### src/rtl/ser_link_pkg.sv
package ser_link_pkg;

    typedef enum logic [0:0] {
        ST_IDLE = 1'b0,
        ST_SEND = 1'b1
    } tx_state_e;

    typedef struct packed {
        logic dat;
        logic mark;
    } tx_bit_t;

endpackage

### src/rtl/ser_word_loader.sv
module ser_word_loader
    import ser_link_pkg::*;
#(
    parameter int unsigned          WORD_W   = 8,
    parameter logic [WORD_W-1:0]    TEST_PAT = 8'hFE
) (
    input  logic              clk,
    input  logic              rst_n,
    input  logic              ld_stb,
    input  logic              use_pat,
    input  logic [WORD_W-1:0] word_in,
    output tx_bit_t           raw_o,
    output tx_state_e         state_o
);

    localparam int unsigned CNT_W = (WORD_W > 1) ? $clog2(WORD_W) : 1;
    localparam logic [CNT_W-1:0] LAST = CNT_W'(WORD_W - 1);

    tx_state_e          state_q, state_d;
    logic [WORD_W-1:0]  shreg_q;
    logic [CNT_W-1:0]   cnt_q;
    logic               first_q;

    // state register
    always_ff @(posedge clk or negedge rst_n) begin
        if (!rst_n) state_q <= ST_IDLE;
        else        state_q <= state_d;
    end

    // next state
    always_comb begin
        state_d = state_q;
        unique case (state_q)
            ST_IDLE: if (ld_stb) state_d = ST_SEND;
            ST_SEND: begin
                if (ld_stb)             state_d = ST_SEND;
                else if (cnt_q == LAST) state_d = ST_IDLE;
            end
            default: state_d = ST_IDLE;
        endcase
    end

    // word capture and shifting
    always_ff @(posedge clk or negedge rst_n) begin
        if (!rst_n) begin
            shreg_q <= '0;
            cnt_q   <= '0;
            first_q <= 1'b0;
        end else if (ld_stb) begin
            shreg_q <= use_pat ? TEST_PAT : word_in;
            cnt_q   <= '0;
            first_q <= 1'b1;
        end else begin
            first_q <= 1'b0;
            if (state_q == ST_SEND) begin
                shreg_q <= {shreg_q[WORD_W-2:0], 1'b0};
                cnt_q   <= cnt_q + 1'b1;
            end
        end
    end

    // outputs
    always_comb begin
        raw_o.dat  = shreg_q[WORD_W-1];
        raw_o.mark = first_q;
        state_o    = state_q;
    end

    assert_load_period_R9: assert property (@(posedge clk) disable iff (!rst_n)
        (ld_stb && state_q == ST_SEND) |-> (cnt_q == LAST));

    assert_mark_after_load_R5: assert property (@(posedge clk) disable iff (!rst_n)
        first_q |-> $past(ld_stb));

    assert_pattern_load_R3: assert property (@(posedge clk) disable iff (!rst_n)
        ($past(rst_n) && $past(ld_stb && use_pat)) |-> (shreg_q == TEST_PAT));

endmodule

### src/rtl/ser_coarse_delay.sv
module ser_coarse_delay
    import ser_link_pkg::*;
#(
    parameter int unsigned DLY_W = 3
) (
    input  logic             clk,
    input  logic             rst_n,
    input  logic             ld_stb,
    input  logic [DLY_W-1:0] dly_sel,
    input  tx_bit_t          raw_i,
    output logic             ser_o,
    output logic             mark_o
);

    localparam int unsigned MAX_DLY = (1 << DLY_W) - 1;

    tx_bit_t            line_q [MAX_DLY];
    logic [DLY_W-1:0]   dly_act_q;
    tx_bit_t            tap;

    always_ff @(posedge clk or negedge rst_n) begin
        if (!rst_n)      dly_act_q <= '0;
        else if (ld_stb) dly_act_q <= dly_sel;
    end

    always_ff @(posedge clk or negedge rst_n) begin
        if (!rst_n) line_q[0] <= '0;
        else        line_q[0] <= raw_i;
    end

    for (genvar g = 1; g < MAX_DLY; g++) begin : g_line
        always_ff @(posedge clk or negedge rst_n) begin
            if (!rst_n) line_q[g] <= '0;
            else        line_q[g] <= line_q[g-1];
        end
    end

    always_comb begin
        tap = raw_i;
        for (int i = 0; i < MAX_DLY; i++) begin
            if (dly_act_q == DLY_W'(i + 1)) tap = line_q[i];
        end
    end

    always_ff @(posedge clk or negedge rst_n) begin
        if (!rst_n) begin
            ser_o  <= 1'b0;
            mark_o <= 1'b0;
        end else begin
            ser_o  <= tap.dat;
            mark_o <= tap.mark;
        end
    end

    assert_delay_hold_R6: assert property (@(posedge clk) disable iff (!rst_n)
        ($past(rst_n) && !$past(ld_stb)) |-> $stable(dly_act_q));

endmodule

### src/rtl/ser_link_tx.sv
module ser_link_tx
    import ser_link_pkg::*;
#(
    parameter int unsigned          WORD_W   = 8,
    parameter int unsigned          DLY_W    = 3,
    parameter logic [WORD_W-1:0]    TEST_PAT = 8'hFE
) (
    input  logic              clk,
    input  logic              rst_n,
    input  logic              ld_stb,
    input  logic              use_pat,
    input  logic [WORD_W-1:0] word_in,
    input  logic [DLY_W-1:0]  dly_sel,
    output logic              ser_out,
    output logic              word_mark
);

    tx_bit_t   raw;
    tx_state_e st;

    ser_word_loader #(.WORD_W(WORD_W), .TEST_PAT(TEST_PAT)) u_load (
        .clk     (clk),
        .rst_n   (rst_n),
        .ld_stb  (ld_stb),
        .use_pat (use_pat),
        .word_in (word_in),
        .raw_o   (raw),
        .state_o (st)
    );

    ser_coarse_delay #(.DLY_W(DLY_W)) u_dly (
        .clk     (clk),
        .rst_n   (rst_n),
        .ld_stb  (ld_stb),
        .dly_sel (dly_sel),
        .raw_i   (raw),
        .ser_o   (ser_out),
        .mark_o  (word_mark)
    );

    // tracks whether any load has happened since reset, for the check below
    logic seen_q;
    always_ff @(posedge clk or negedge rst_n) begin
        if (!rst_n) seen_q <= 1'b0;
        else        seen_q <= seen_q | ld_stb;
    end

    assert_quiet_before_load_R7: assert property (@(posedge clk) disable iff (!rst_n)
        (!seen_q && st == ST_IDLE) |-> (!ser_out && !word_mark));

endmodule

### config.mk
export PLATFORM = sky130hd
export DESIGN_NAME = ser_link_tx
export DESIGN_NICKNAME = d
export VERILOG_FILES = /design/src/rtl/ser_link_pkg.sv /design/src/rtl/ser_word_loader.sv /design/src/rtl/ser_coarse_delay.sv /design/src/rtl/ser_link_tx.sv
export SDC_FILE = /design/constraint.sdc
export NUM_CORES = 1
export LEC_CHECK = 0
export ABC_AREA = 0
export ABC_CLOCK_PERIOD_IN_PS = 1400
export BUFFER_PORTS_ARGS = -buffer_cell sky130_fd_sc_hd__buf_2
export CAP_MARGIN = 20
export CORE_ASPECT_RATIO = 0.6
export CORE_MARGIN = 2
export CORE_UTILIZATION = 55
export CTS_CLUSTER_DIAMETER = 50
export DETAILED_ROUTE_END_ITERATION = 16
export GPL_ROUTABILITY_DRIVEN = 0
export PLACE_DENSITY_LB_ADDON = 0.3
export SLEW_MARGIN = 5
export SYNTH_ARGS = -nofsm -noshare
export SYNTH_HDL_FRONTEND = slang
export SYNTH_HIERARCHICAL = 1
export SYNTH_SLANG_ARGS = --single-unit
### constraint.sdc
create_clock -name clk -period 1.4 [get_ports clk]
set_input_delay 0.35 -clock clk [delete_from_list [all_inputs] [get_ports clk]]
set_output_delay 0.35 -clock clk [all_outputs]
set_load 0.005 [all_outputs]
==> results of run 1 <==
## layout make-up
type                    instances  area [um^2]  area share (%)
repair buffers                 19          103            6.70
multi-input cells              47          452            29.5
flip-flops and latches         32          802            52.4
well taps                      30         37.5            2.45
clock buffers                   7         96.3            6.29
inverters                       3         11.3           0.735
clock inverters                 1         30.0            1.96
## per-stage QoR
step | instance area (um^2) | setup WS, ns | hold WS (ns) | utilization, %
after floorplan | 1310 | 0.265 | 0.0544 | -
after global placement | 1400 | 0.103 | 0.356 | 63.5
after detailed placement | 1400 | 0.0715 | 0.364 | 63.5
after CTS | 1530 | 0.0508 | 0.0754 | 69.2
after global routing | 1530 | 0.0390 | 0.107 | 69.2
final | 1530 | 0.0845 | 0.0715 | 69.2
## cells by family (layout without fill, tap and decap cells)
| kind of cell | count (synthesis) | after routing | share of synthesized area (%) |
|---|---|---|---|
| muxes | 19 | 19 | 18.3 |
| and+or+nand+nor | 11 | 11 | 3.84 |
| xor gates and xnor gates | 1 | 1 | 0.671 |
| buffers and inverters | 8 | 30 | 4.03 |
| adders and majority gates | 2 | 2 | 1.92 |
| DFF | 32 | 32 | 61.4 |
| AOI/OAI and AO/OA | 14 | 14 | 9.88 |
## sequential cells by signal (all words and copies together), names as in the netlist
register / flops
u_load/first_q: 1
u_load/cnt_q: 3
u_dly/dly_act_q: 3
u_dly/line_q: 14
u_dly/ser_o: 1
u_dly/mark_o: 1
u_load/shreg_q: 8
u_load/state_o: 1
## power by group
group / internal (W) / leakage [nW] / switching (W)
clock network: 0.000627 / 0.0645 / 0.000314
registers: 0.00100 / 0.357 / 0.0000605
logic: 0.000123 / 0.288 / 0.0000902
## layer usage
layer	wire, um	up-vias
met4	24	0
li1	-	350
met2	984	19
met1	1140	367
met3	110	4
met5	0	-
## worst max path at each step
stage	start	endpoint	slack, ns	cells past startpoint
after floorplan	u_dly/dly_act_q[1]	u_dly/ser_o	0.27	4
after global placement	u_dly/dly_act_q[1]	u_dly/mark_o	0.10	3
after detailed placement	u_dly/dly_act_q[1]	u_dly/ser_o	0.07	3
after CTS	u_dly/dly_act_q[1]	u_dly/ser_o	0.05	3
after global routing	u_load/state_o	u_load/shreg_q[1]	0.04	2
final	u_load/state_o	u_load/shreg_q[1]	0.08	2
## timing repair
item                                    4_1_cts  5_1_grt
gates resized for setup                       0        1
endpoints found under the hold margin         0        0
endpoints found under the setup margin        0        1
buffers inserted                              0        0
## cell usage in the layout, fill, tap and decap left out, types with 3 or more instances in the layout
cell type / n
buf_2: 16
buf_4: 3
clkbuf_8: 7
dfrtp_1: 31
inv_1: 3
mux2_2: 6
mux2_4: 8
mux2i_1: 4
nor2_1: 7
o22a_1: 6
==> impl_metrics.yaml, run 1 <==
status:
  outcome: "finished, final reports clean"
logic_synthesis:
  yosys_warnings: 6
  synth_area_um2: 1310
  yosys-top-cells-count: "dfrtp_1 (32), mux2_4 (8), nor2_1 (7), mux2_2 (6), o22a_1 (6)"
  ys.flop_type: "dfrtp_1"
  avgSynthCellArea_um2: 15.0
  ys_async_sr_fraction_pct: 100
  synth-edff-count: 0
  yosysUniqueCellTypes: 22
  postSynthCellCount: 87
  synth_nets: 104
  synth.area.top_cells: "dfrtp_1 (61%), mux2_4 (9.2%), mux2_2 (5.2%)"
  ys_ff_latch: 32
  yosysTopAreaCellShare_pct: 61.4
  yosysSeqAreaShare_pct: 61.4
  yosys.cell_count.top_type: "dfrtp_1"
  synth_top_area_cell: "dfrtp_1"
critical_path:
  max_stage_delay_ns: 0.61
  end_kind: "register"
  worstPathMaxFanout: 9
  arrival_ns: 1.48
  critPathTopFamily: "flip-flops"
  reg2reg_slack_ns: 0.08
  crit_buf_inv: 0
  crit_type: "reg2reg"
  start_kind: "register"
  timing.rr.start: "u_load/state_o"
  r2r_cells: 2
  crit_slowest_cell: "dfrtp_1"
  reg2reg_to: "u_load/shreg_q[1]"
  crit_required_ns: 1.56
  worstPathCellList: "mux2_2, o22a_1"
detailed_routing:
  vias: 740
  dr.pass1.iters: 4
  drt_iter0_drc: 38
  wl_per_cell_um: 16.2
  vias_per_cell: 5.32
  routed_wirelength_um: 2260
  drc: 0
  drtAntennaViolNets: 0
clock_network:
  cts_buffers: 5
  clockBufferDepth: 2
  root_buffer: "clkbuf_8"
  cts_tree: "built"
  clkLatencyLatePin_ns: 0.28
  cts.reportedPaths.clkPinSlew_ns: 0.06
  postCtsHoldBufs: 0
  cts_sinks: 32
  cts_max_level: 2
global_route:
  grt_util_met3_pct: 8.13
  grt_use_met1_pct: 27.8
  grt_max_degree: 33
  grt_pass1_vias: 781
  grt_overflow: 0
  grt_busiest_layer: "met2"
  grt_pass1_wl_um: 3850
  grtUsageMet2_pct: 27.8
  antenna_found_initial: 0
  gr-usage-all-layers_pct: 20.0
timing:
  period_needed_ns: 1.32
  fin_setup_tns_ns: 0
  slew_headroom_pct: 71.0
  finalSetupViolations: 0
  finalMaxSlewViolations: 0
  clock-skew-final_ns: 0.00490
  fmax_ghz: 0.760
  rsz0062_at_grt: "false"
  hold_viol_final: 0
  tightestPinTransition_ns: 0.435
  min_period_over_period_pct: 94.0
placed_design:
  numPortBuffers: 16
  dp.cells: 131
  place_hpwl_um: 1530
floorplan:
  rows: 13
  ioPinCount: 17
  initial_utilization_pct: 59.0
  dieArea_um2: 2790
  core_um2: 2210
  die_x_um: 66.9
  die_h_um: 41.7
pwr:
  ir_drop_mv: 0.887
  power_w: 0.00222
  power_density_nw_per_um2: 1450
  p_leak_nw: 0.709
hold_path:
  hp-class: "in2async"
finish:
  final_cells: 139
  final_nets: 125
  n_fill_cell: 159
  area_delta_synth_final_pct: 17.4
  drive_gt1_share_pct: 42.2
  diodes: 0
job:
  cap_violations: 0
Note: power is estimated with default switching activity, not from simulation.
==> run 2, diff against run 1 <==
ABC_CLOCK_PERIOD_IN_PS = 1500   (was 1400)
clock period = 1.5 ns   (was 1.4 ns; I/O delays follow)
==> impl_metrics.yaml, run 2 (synthesized netlist as in run 1, its figures left out) <==
status:
  outcome: "finished, final reports clean"
detailed_routing:
  drtAntennaViolNets: 0
  routed_wirelength_um: 2240
  drt_iter0_drc: 80
  dr.pass1.iters: 4
  vias: 723
  vias_per_cell: 5.20
  drc: 0
  wl_per_cell_um: 16.1
pwr:
  netSwitchingPower_w: 0.000429
  power.share.clock_pct: 35.7
  p_int_w: 0.00142
  swShare_pct: 23.2
  power_density_nw_per_um2: 1240
  p_leak_nw: 0.691
  share_comb_of_total_power_pct: 10.8
  seqPwrFrac_pct: 53.5
  ir_drop_mv: 0.728
floorplan:
  rows: 13
  dieArea_um2: 2790
  die_h_um: 41.7
  die_x_um: 66.9
  core_um2: 2210
  ioPinCount: 17
  initial_utilization_pct: 59.0
finish:
  diodes: 0
  final_nets: 125
  fin_util_pct: 67.5
  final_cells: 139
  largest_register_ffs: 14
  area_delta_synth_final_pct: 14.5
  drive_gt1_share_pct: 39.4
  layout_commonest_cell: "dfrtp_1"
  reg.largest.list: "u_dly/line_q x14, u_load/shreg_q x8"
  top_register: "u_dly/line_q"
  final_cell_mix: "dfrtp_1 (32), buf_2 (16), mux2_4 (8)"
timing:
  tightestPinTransition_ns: 0.437
  slew_headroom_pct: 70.9
  finalMaxSlewViolations: 0
  clock-skew-final_ns: 0.00369
  fin_setup_tns_ns: 0
  fmax_ghz: 0.725
  period_needed_ns: 1.38
  hold_viol_final: 0
  rsz0062_at_grt: "false"
  finalSetupViolations: 0
  min_period_over_period_pct: 92.0
clock_network:
  cts_sinks: 32
  cts_max_level: 2
  cts_buffers: 5
  cts.reportedPaths.clkPinSlew_ns: 0.06
  clkLatencyLatePin_ns: 0.28
  cts_setup_buffers: 0
  clockBufferDepth: 2
  cts_resized: 0
  cts_tree: "built"
  postCtsHoldBufs: 0
  root_buffer: "clkbuf_8"
global_route:
  gr-usage-all-layers_pct: 19.3
  antenna_found_initial: 0
  grt_max_degree: 33
  grt_overflow: 0
  grt_pass1_wl_um: 3730
  grt_pass1_vias: 775
critical_path:
  crit_slowest_cell: "dfrtp_1"
  end_kind: "register"
  worstPathCellList: "mux2_4, o221ai_1, a21oi_1"
  arrival_ns: 1.54
  crit_required_ns: 1.66
  r2r_cells: 3
  crit_buf_inv: 0
  max_stage_delay_ns: 0.60
  critPathTopFamily: "flip-flops"
  worstPathMaxFanout: 9
  start_kind: "register"
  crit_type: "reg2reg"
  cp.depth: 3
placed_design:
  place_hpwl_um: 1610
  dp.cells: 131
  numPortBuffers: 16
job:
  cap_violations: 0
hold_path:
  hp-class: "in2async"
## run 2: changes by cell type in the layout (fill, tap and decap cells not counted)
cell / delta
dfrtp_2: -1
clkbuf_8: -1
dfrtp_1: +1
clkbuf_1: +2
bufinv_16: -1
## run 2: final cells by class
cell class	count	area, um^2
Sequential cell	32	801
Inverter	3	11.3
Timing Repair Buffer	19	103
Fill cell	168	718
Tap cell	30	37.5
Clock buffer	8	90.1
Multi-Input combinational cell	47	452
## run 2: worst register-to-register path, delay by kind of cell (launching register included)
family / cells / cell delay (ns)
mux: 1 / 0.35
compound gates: 2 / 0.31
flops: 1 / 0.60
## run 2: worst paths after layout
check | startpoint | endpoint | slack [ns]
min in group clk | ld_stb | u_load/first_q | 0.29
worst max-delay path | u_dly/dly_act_q[1] | u_dly/ser_o | 0.12
worst min-delay path | rst_n | u_load/cnt_q[2] | 0.1
max in group asynchronous | rst_n | u_dly/ser_o | 1.11
worst max register to register | u_dly/dly_act_q[1] | u_dly/ser_o | 0.12
worst min register to register | u_dly/line_q[9] | u_dly/line_q[7] | 0.37
## run 2: power by group through the flow
| stage | sequential [W] | combinational [W] | clock [W] |
|---|---|---|---|
| detailed placement | 0.00101 | 0.000201 | 0 |
| floorplan | 0.000982 | 0.000145 | 0 |
| global route | 0.00100 | 0.000222 | 0.000715 |
| CTS | 0.000991 | 0.000203 | 0.000674 |
| global placement | 0.000998 | 0.000191 | 0 |
| finish | 0.000991 | 0.000200 | 0.000661 |
## run 2: per-layer routing
metal | up-vias | track usage [%] | wire length [um]
met1 | 352 | 26.1 | 1100
met3 | 2 | 8.13 | 122
met5 | - | 0 | 0
met2 | 19 | 28.8 | 998
li1 | 350 | - | -
met4 | 0 | 4.90 | 19
## run 2: stage by stage
stage	setup WS (ns)	hold WS [ns]	power (W)	area (um^2)
5_1_grt	0.0607	0.126	0.00194	1490
2_1_floorplan	0.365	0.0794	0.00113	1310
3_3_place_gp	0.203	0.356	0.00119	1400
4_1_cts	0.115	0.112	0.00187	1490
3_5_place_dp	0.136	0.357	0.00121	1400
6_report	0.120	0.0971	0.00185	1490
==> run 3, diff against run 2 <==
ABC_CLOCK_PERIOD_IN_PS = 1200   (was 1500)
CORE_UTILIZATION = 50   (was 55)
clock period = 1.2 ns   (was 1.5 ns; I/O delays follow)
==> impl_metrics.yaml, run 3 (synthesized netlist as in run 1, its figures left out) <==
global_route:
  grt_overflow: 0
  grtUsageMet2_pct: 28.2
  grt_busiest_layer: "met2"
  grt_max_degree: 25
  grt_util_met3_pct: 6.28
  grt_pass1_wl_um: 4080
  gr-usage-all-layers_pct: 19.1
  grt_use_met1_pct: 25.2
  antenna_found_initial: 0
  grt_pass1_vias: 820
hold_path:
  hp-class: "in2reg"
  whs_path_depth: 1
critical_path:
  end_kind: "register"
  timing.rr.start: "u_dly/dly_act_q[1]"
  r2r_cells: 3
  crit_start: "u_dly/dly_act_q[1]"
  start_kind: "register"
  worstPathMaxFanout: 9
  reg2reg_to: "u_dly/mark_o"
  reg2reg_slack_ns: -0.04
  cp-endpoint: "u_dly/mark_o"
  crit_type: "reg2reg"
  crit_required_ns: 1.36
  arrival_ns: 1.40
timing:
  fin_setup_tns_ns: -0.0550
  hold_viol_final: 0
  fmax_ghz: 0.805
  setup_ws_ns: -0.0415
  min_period_over_period_pct: 103
  clock-skew-final_ns: 0.00359
  whs_ns: 0.216
  slew_headroom_pct: 76.9
  period_needed_ns: 1.24
  rsz0062_at_grt: "true"
  finalSetupViolations: 2
  tightestPinTransition_ns: 0.347
  finalMaxSlewViolations: 0
placed_design:
  place_hpwl_um: 1660
  numPortBuffers: 16
  place_ws_ns: -0.113
finish:
  area_delta_synth_final_pct: 17.7
  largest_register_ffs: 14
  reg.largest.list: "u_dly/line_q x14, u_load/shreg_q x8"
  drive_gt1_share_pct: 43.6
  layout_commonest_cell: "dfrtp_1"
  final_nets: 126
  final_cell_mix: "dfrtp_1 (30), buf_2 (16), mux2_4 (8)"
  top_register: "u_dly/line_q"
  diodes: 0
pwr:
  p_int_w: 0.00179
  p_leak_nw: 0.693
  seqPwrFrac_pct: 53.2
  power.share.clock_pct: 35.4
  power_w: 0.00233
  swShare_pct: 23.3
  ir_drop_mv: 0.863
  netSwitchingPower_w: 0.000544
  power_density_nw_per_um2: 1520
  share_comb_of_total_power_pct: 11.4
clock_network:
  cts_max_level: 2
  cts_sinks: 32
  root_buffer: "clkbuf_8"
  clockBufferDepth: 2
  cts_buffers: 5
  clkLatencyLatePin_ns: 0.28
  cts_tree: "built"
  cts.reportedPaths.clkPinSlew_ns: 0.06
  cts_setup_buffers: 0
detailed_routing:
  drc: 0
  vias_per_cell: 5.39
  routed_wirelength_um: 2420
  drt_iter0_drc: 57
  drtAntennaViolNets: 0
  dr.pass1.iters: 4
  wl_per_cell_um: 17.0
  vias: 765
floorplan:
  ioPinCount: 17
  die_h_um: 43.6
  dieArea_um2: 3050
  die_x_um: 70.0
  initial_utilization_pct: 52.5
  rows: 14
  core_um2: 2490
status:
  outcome: "complete, but fails checks"
  violations: "setup timing"
job:
  cap_violations: 0
-- run 3: layout make-up --
class / instances / area, um^2
clock buffer: 8 / 90.1
sequential: 32 / 803
multi-input combinational: 47 / 467
tap: 32 / 40.0
inverter: 3 / 11.3
fill: 198 / 951
timing repair buffer: 20 / 125
-- run 3: worst min path at each step --
stage | slack, ns | endpoint | startpoint
after floorplan | 0.004 | u_dly/dly_act_q[0] | rst_n
after global placement | 0.17 | u_load/cnt_q[2] | rst_n
after detailed placement | 0.18 | u_load/cnt_q[2] | rst_n
after CTS | 0.22 | u_load/first_q | ld_stb
after global routing | 0.22 | u_load/first_q | ld_stb
final | 0.22 | u_load/first_q | ld_stb
-- run 3: critical path: stages (launching register included) --
cell,delay (ns)
dfrtp_2,0.49
mux2_4,0.34
o221ai_2,0.19
a21oi_1,0.10
-- run 3: power groups by stage --
stage	logic (W)	registers, W	clock network, W
5_1_grt	0.000294	0.00125	0.000897
4_1_cts	0.000265	0.00124	0.000834
2_1_floorplan	0.000181	0.00123	0
6_report	0.000266	0.00124	0.000827
3_3_place_gp	0.000244	0.00125	0
3_5_place_dp	0.000259	0.00126	0
-- run 3: routing by layer --
metal	up-vias	part of all wire [%]
met3	6	5.5
li1	355	-
met5	-	0
met4	0	3.1
met1	378	49
met2	26	42
-- run 3: per-stage QoR --
stage	utilization (%)	cells	instance area [um^2]
floorplan	-	87	1310
global placement	57.0	133	1420
detailed placement	57.0	133	1420
CTS	61.2	142	1520
global route	61.8	142	1540
finish	61.8	142	1540
-- run 3: repair_timing --
item,CTS,global route
pin swaps,0,1
hold buffers,1,0
hold endpoints to repair,8,0
endpoints found under the setup margin,6,3
resized for setup,2,3
